**src/rtl/halfLoadTxFifoPkg.sv**
```systemverilog
package halfLoadTxFifoPkg;
  // Per-cycle actions decided by the control and carried out by the datapath.
  typedef struct packed {
    logic latchLow;  // capture low half from the bus
    logic commit;    // write assembled word at the write pointer
    logic pop;       // oldest word leaves this edge
  } fifoStrobes_t;
endpackage

```
**src/rtl/halfLoadTxFifoCtrl.sv**
```systemverilog
module halfLoadTxFifoCtrl
  import halfLoadTxFifoPkg::*;
#(
  parameter int DEPTH = 8,
  localparam int PTR_W = (DEPTH > 1) ? $clog2(DEPTH) : 1,
  localparam int CNT_W = $clog2(DEPTH + 1)
) (
  input  logic             clk,
  input  logic             rstN,
  input  logic             loadLow,
  input  logic             loadHigh,
  input  logic             popReady,
  output fifoStrobes_t     strobes,
  output logic [PTR_W-1:0] wrPtr,
  output logic [PTR_W-1:0] rdPtr,
  output logic             txReady,
  output logic             popValid,
  output logic             bufFull
);
  logic [CNT_W-1:0] count;
  logic             pending;
  logic             isFull;
  logic             isEmpty;

  assign isFull  = (count == CNT_W'(DEPTH));
  assign isEmpty = (count == '0);

  // A full buffer ignores both strobes; the low strobe wins over the high.
  always_comb begin
    strobes.latchLow = loadLow && !isFull;
    strobes.commit   = loadHigh && !loadLow && pending && !isFull;
    strobes.pop      = popReady && !isEmpty;
  end

  always_ff @(posedge clk) begin
    if (!rstN) begin
      pending <= 1'b0;
    end else if (strobes.latchLow) begin
      pending <= 1'b1;
    end else if (strobes.commit) begin
      pending <= 1'b0;
    end
  end

  always_ff @(posedge clk) begin
    if (!rstN) begin
      wrPtr <= '0;
    end else if (strobes.commit) begin
      wrPtr <= (wrPtr == PTR_W'(DEPTH - 1)) ? '0 : wrPtr + 1'b1;
    end
  end

  always_ff @(posedge clk) begin
    if (!rstN) begin
      rdPtr <= '0;
    end else if (strobes.pop) begin
      rdPtr <= (rdPtr == PTR_W'(DEPTH - 1)) ? '0 : rdPtr + 1'b1;
    end
  end

  always_ff @(posedge clk) begin
    if (!rstN) begin
      count <= '0;
    end else begin
      unique case ({strobes.commit, strobes.pop})
        2'b10:   count <= count + 1'b1;
        2'b01:   count <= count - 1'b1;
        default: count <= count;
      endcase
    end
  end

  assign txReady  = isEmpty;
  assign popValid = !isEmpty;
  assign bufFull  = isFull;
endmodule

```
**src/rtl/halfLoadTxFifoData.sv**
```systemverilog
module halfLoadTxFifoData
  import halfLoadTxFifoPkg::*;
#(
  parameter int WORD_W = 31,
  parameter int LOW_W  = 16,
  parameter int DEPTH  = 8,
  localparam int HIGH_W = WORD_W - LOW_W,
  localparam int PTR_W  = (DEPTH > 1) ? $clog2(DEPTH) : 1
) (
  input  logic              clk,
  input  logic              rstN,
  input  fifoStrobes_t      strobes,
  input  logic [LOW_W-1:0]  busData,
  input  logic [PTR_W-1:0]  wrPtr,
  input  logic [PTR_W-1:0]  rdPtr,
  output logic [WORD_W-1:0] popWord
);
  logic [LOW_W-1:0]  lowHold;
  logic [WORD_W-1:0] fullWord;
  logic [WORD_W-1:0] slots [DEPTH];

  always_ff @(posedge clk) begin
    if (!rstN) begin
      lowHold <= '0;
    end else if (strobes.latchLow) begin
      lowHold <= busData;
    end
  end

  assign fullWord = {busData[HIGH_W-1:0], lowHold};

  for (genvar g = 0; g < DEPTH; g++) begin : gSlot
    always_ff @(posedge clk) begin
      if (!rstN) begin
        slots[g] <= '0;
      end else if (strobes.commit && (wrPtr == PTR_W'(g))) begin
        slots[g] <= fullWord;
      end
    end
  end

  assign popWord = slots[rdPtr];
endmodule

```
**src/rtl/halfLoadTxFifo.sv**
```systemverilog
module halfLoadTxFifo
  import halfLoadTxFifoPkg::*;
#(
  parameter int WORD_W = 31,
  parameter int LOW_W  = 16,
  parameter int DEPTH  = 8
) (
  input  logic              clk,
  input  logic              rstN,
  input  logic [LOW_W-1:0]  busData,
  input  logic              loadLow,
  input  logic              loadHigh,
  input  logic              popReady,
  output logic              popValid,
  output logic [WORD_W-1:0] popWord,
  output logic              txReady,
  output logic              bufFull
);
  localparam int PTR_W = (DEPTH > 1) ? $clog2(DEPTH) : 1;

  fifoStrobes_t     strobes;
  logic [PTR_W-1:0] wrPtr;
  logic [PTR_W-1:0] rdPtr;

  halfLoadTxFifoCtrl #(.DEPTH(DEPTH)) ctrl_i (
    .clk(clk), .rstN(rstN), .loadLow(loadLow), .loadHigh(loadHigh),
    .popReady(popReady), .strobes(strobes), .wrPtr(wrPtr), .rdPtr(rdPtr),
    .txReady(txReady), .popValid(popValid), .bufFull(bufFull)
  );

  halfLoadTxFifoData #(.WORD_W(WORD_W), .LOW_W(LOW_W), .DEPTH(DEPTH)) data_i (
    .clk(clk), .rstN(rstN), .strobes(strobes), .busData(busData),
    .wrPtr(wrPtr), .rdPtr(rdPtr), .popWord(popWord)
  );
endmodule

```
**config.mk**
```make
export PLATFORM = sky130hd
export DESIGN_NAME = halfLoadTxFifo
export DESIGN_NICKNAME = d
export VERILOG_FILES = /design/src/rtl/halfLoadTxFifoPkg.sv /design/src/rtl/halfLoadTxFifoCtrl.sv /design/src/rtl/halfLoadTxFifoData.sv /design/src/rtl/halfLoadTxFifo.sv
export SDC_FILE = /design/constraint.sdc
export NUM_CORES = 1
export LEC_CHECK = 0
export ABC_AREA = 1
export BUFFER_PORTS_ARGS = -buffer_cell sky130_fd_sc_hd__buf_2
export CAP_MARGIN = 0
export CORE_UTILIZATION = 32
export DETAILED_ROUTE_END_ITERATION = 8
export GPL_TIMING_DRIVEN = 0
export PLACE_DENSITY = 0.58
export SLEW_MARGIN = 20
export SYNTH_ARGS = -nofsm -noshare
export SYNTH_HDL_FRONTEND = slang
export SYNTH_SLANG_ARGS = --single-unit
```
**constraint.sdc**
```tcl
create_clock -name clk -period 5.85 [get_ports clk]
set_clock_uncertainty 0.2 [all_clocks]
set_input_delay 1.17 -clock clk [delete_from_list [all_inputs] [get_ports clk]]
set_output_delay 1.17 -clock clk [all_outputs]
set_load 0.05 [all_outputs]
```
==> flow_metrics.py <==
metrics = {
    "synth": {
        "synth_top_area_cell": "edfxtp_1",
        "avgSynthCellArea_um2": 10.4,
        "syn_inst": 1171,
        "synth_cell_types": 27,
        "yosysSeqAreaShare_pct": 65.9,
        "yosys.area.top_type_share_pct": 61.0,
        "synth-seq-cells": 278,
        "syn_nets": 1203,
        "synth.area.top_cells": "edfxtp_1 61%, nor2_1 12%, o21ai_0 5.7%, dfxtp_1 4.9%, nand2_1 3.6%",
        "yosys_warnings": 0,
        "synthesis.area_um2": 12200,
    },
    "sta": {
        "worstMarginPinSlew_ps": 922,
        "min_period_ps": 4010,
        "whs_ps": 272,
        "finalCritPeriodShare_pct": 68.6,
        "drv_slew": 0,
        "finalHoldViolations": 0,
        "rsz0062_at_grt": "false",
        "timing.fmax_ghz": 0.249,
        "relSlewSlack_pct": 38.5,
        "setup_violations": 0,
    },
    "setup_path": {
        "cp_data_required_time_ps": 4480,
        "cp_max_fo": 10,
        "timing.rr.start": "ctrl_i.count[0]",
        "cp.arrival_ps": 2640,
        "path_class": "flip-flop to output port",
        "ff2ff_setup_slack_ps": 2840,
        "rr_endpoint": "ctrl_i.count[2]",
        "r2r_cells": 13,
        "end_kind": "output port",
        "start_kind": "flip-flop",
    },
    "grt": {
        "antenna_found_initial": 0,
        "grt_remaining_overflow": 0,
        "grt_pass1_vias": 8471,
        "grt_max_degree": 22,
        "grt_first_pass_wirelength_um": 50700,
        "grtUsageTotal_pct": 17.3,
    },
    "placement": {
        "io_buffers": 53,
        "dpl.cell_count": 1743,
        "dp_hpwl_um": 22800,
        "place_congestion": 0.815,
    },
    "layout": {
        "diodes": 0,
        "drive_gt1_share_pct": 13.2,
        "fillers": 3670,
        "area_growth_pct": 17.5,
        "finalNetCount": 1295,
        "fin_cells": 1796,
    },
    "clock_network": {
        "cts.htree.levels": 1,
        "clockBufferDepth": 3,
        "clk_latency_ps": 570,
        "post_cts_buffers": 0,
        "cts_tree": "built",
        "cts.repair.resized": 0,
        "postCtsHoldBufs": 0,
        "numCtsBuffers": 29,
        "cts_root_buffer": "clkbuf_16",
        "cts.sinks": 278,
        "clkTransAtPathRegs_ps": 60,
    },
    "outcome": {
        "status": "finished, final reports clean",
    },
    "power_and_ir_drop": {
        "p_per_area_nw_per_um2": 457,
        "max-vdd-ir-drop_uv": 401,
        "p_leak_nw": 5.50,
    },
    "min_path": {
        "min_from": "ctrl_i.pending",
        "worstHoldEndpoint": "ctrl_i.pending",
        "hold_class": "flip-flop to flip-flop",
        "whs_path_depth": 2,
    },
    "detailed_routing": {
        "drtPass1Iterations": 5,
        "vias_per_cell": 4.91,
        "drt_wl_total_um": 33500,
        "topRoutingLayerUsed": "met4",
        "drtAntennaViolNets": 0,
        "routed-via-count": 8824,
        "drc_errors": 0,
        "route.met3.wl_um": 2340,
        "drt_first_iter_violations": 769,
        "dr_wl_met2_um": 15000,
        "wl_met1_um": 15100,
        "wire_per_inst_um": 18.6,
    },
    "floorplanning": {
        "dieArea_um2": 38900,
        "die_width_um": 197,
        "rows": 71,
        "dieHeight_um": 197,
        "coreArea_um2": 37600,
        "start_util_pct": 32.5,
        "io_pins": 55,
    },
    "job": {
        "maxCapViolations": 0,
    },
}
==> how the worst max path moves through the flow <==
| stage | endpoint | slack, ps | depth (start not counted) |
|---|---|---|---|
| after floorplan | data_i.slots[0][0] | 1310 | 4 |
| after global placement | data_i.slots[6][4] | -1050 | 5 |
| after detailed placement | ctrl_i.count[2] | 2130 | 13 |
| after CTS | popWord[1] | 1900 | 7 |
| after global routing | popWord[18] | 1750 | 6 |
| final | popWord[12] | 1840 | 6 |
==> synth_stat cells <==
library cell	number
o22ai_1	31
nand4_4	2
buf_4	7
edfxtp_1	248
buf_1	4
clkinv_1	16
nand2_1	116
ha_1	11
nand3_2	3
o21ai_0	138
nor2_1	383
inv_1	30
nor3b_1	1
a211oi_1	1
a21oi_1	21
nand3_1	4
o21ai_1	16
clkbuf_1	25
inv_2	4
buf_6	7
o211a_1	1
mux2i_1	31
xnor2_1	2
xor2_1	1
dfxtp_1	30
buf_2	34
nand4_1	4
==> per-stage QoR <==
stage	power (mW)	setup TNS (ps)	area (µm²)	util, %	setup slack, ps
floorplan	4.00	0	12200	-	1310
global placement	4.69	-149970	13100	34.9	-1050
detailed placement	4.72	0	13400	35.6	2130
CTS	6.58	0	14300	38.2	1900
global route	6.85	0	14300	38.2	1750
finish	6.55	0	14300	38.2	1840
==> cell usage in the layout (no fill, tap or decap), types with 2 or more instances in the layout <==
master,Yosys,routed
nor2_1,383,383
edfxtp_1,248,248
o21ai_0,138,132
nand2_1,116,114
buf_2,34,87
mux2i_1,31,31
o22ai_1,31,31
inv_1,30,30
clkbuf_1,25,30
dfxtp_1,30,30
clkbuf_16,0,29
a21oi_1,21,21
clkinv_1,16,20
o21ai_1,16,16
ha_1,11,11
clkinv_2,0,8
buf_4,7,7
buf_6,7,7
o21ai_4,0,6
buf_16,0,6
inv_2,4,4
buf_1,4,4
nand3_1,4,4
nand4_1,4,4
bufinv_16,0,4
nand3_2,3,3
nand2_2,0,2
nand4_4,2,2
xnor2_1,2,2
buf_12,0,2
==> flip-flops by register name (all words and copies together), names as in the netlist, named ones only <==
signal / flops
data_i.slots: 248
data_i.lowHold: 16
ctrl_i.count: 4
ctrl_i.rdPtr: 3
ctrl_i.wrPtr: 3
ctrl_i.pending: 1
==> layout make-up <==
cell class	instances	area, µm²	area share (%)
Inverter	50	188	1.31
Timing Repair Buffer	61	470	3.28
Clock inverter	19	211	1.47
Clock buffer	34	744	5.19
Multi-Input combinational cell	766	3630	25.3
Sequential cell	278	8050	56.1
Tap cell	511	639	4.46
Buffer	77	410	2.86
==> per-layer routing <==
layer	up-vias	GRT usage (%)
met5	-	0
met4	0	6.14
met3	55	2.58
met2	319	27.0
met1	4285	24.4
li1	4165	-
==> report_power, final <==
part           leakage (nW)  total [mW]  internal, mW  switching (mW)
combinational          2.22        2.33         0.568            1.76
sequential             2.81        2.35          2.28          0.0658
clock                 0.471        1.87          1.09           0.784
total                  5.50        6.55          3.94            2.61
==> worst max-delay path, cell delays in order, from the launching register on <==
cell	delay, ps
dfxtp_1	560
clkbuf_1	590
o21ai_0	250
o21ai_0	230
nand2_1	70
nand2_1	110
buf_2	260
==> cells by family (layout without fill, tap and decap cells) <==
group / Yosys count / count (layout) / share of synthesized area (%)
fa+ha+maj: 11 / 11 / 1.13
buf+inv: 127 / 241 / 4.90
mux: 31 / 31 / 2.54
simple gates: 513 / 513 / 16.4
compound gates: 208 / 208 / 8.91
xor+xnor: 3 / 3 / 0.215
flops: 278 / 278 / 65.9
No activity file was read; power rests on OpenSTA's default activity.
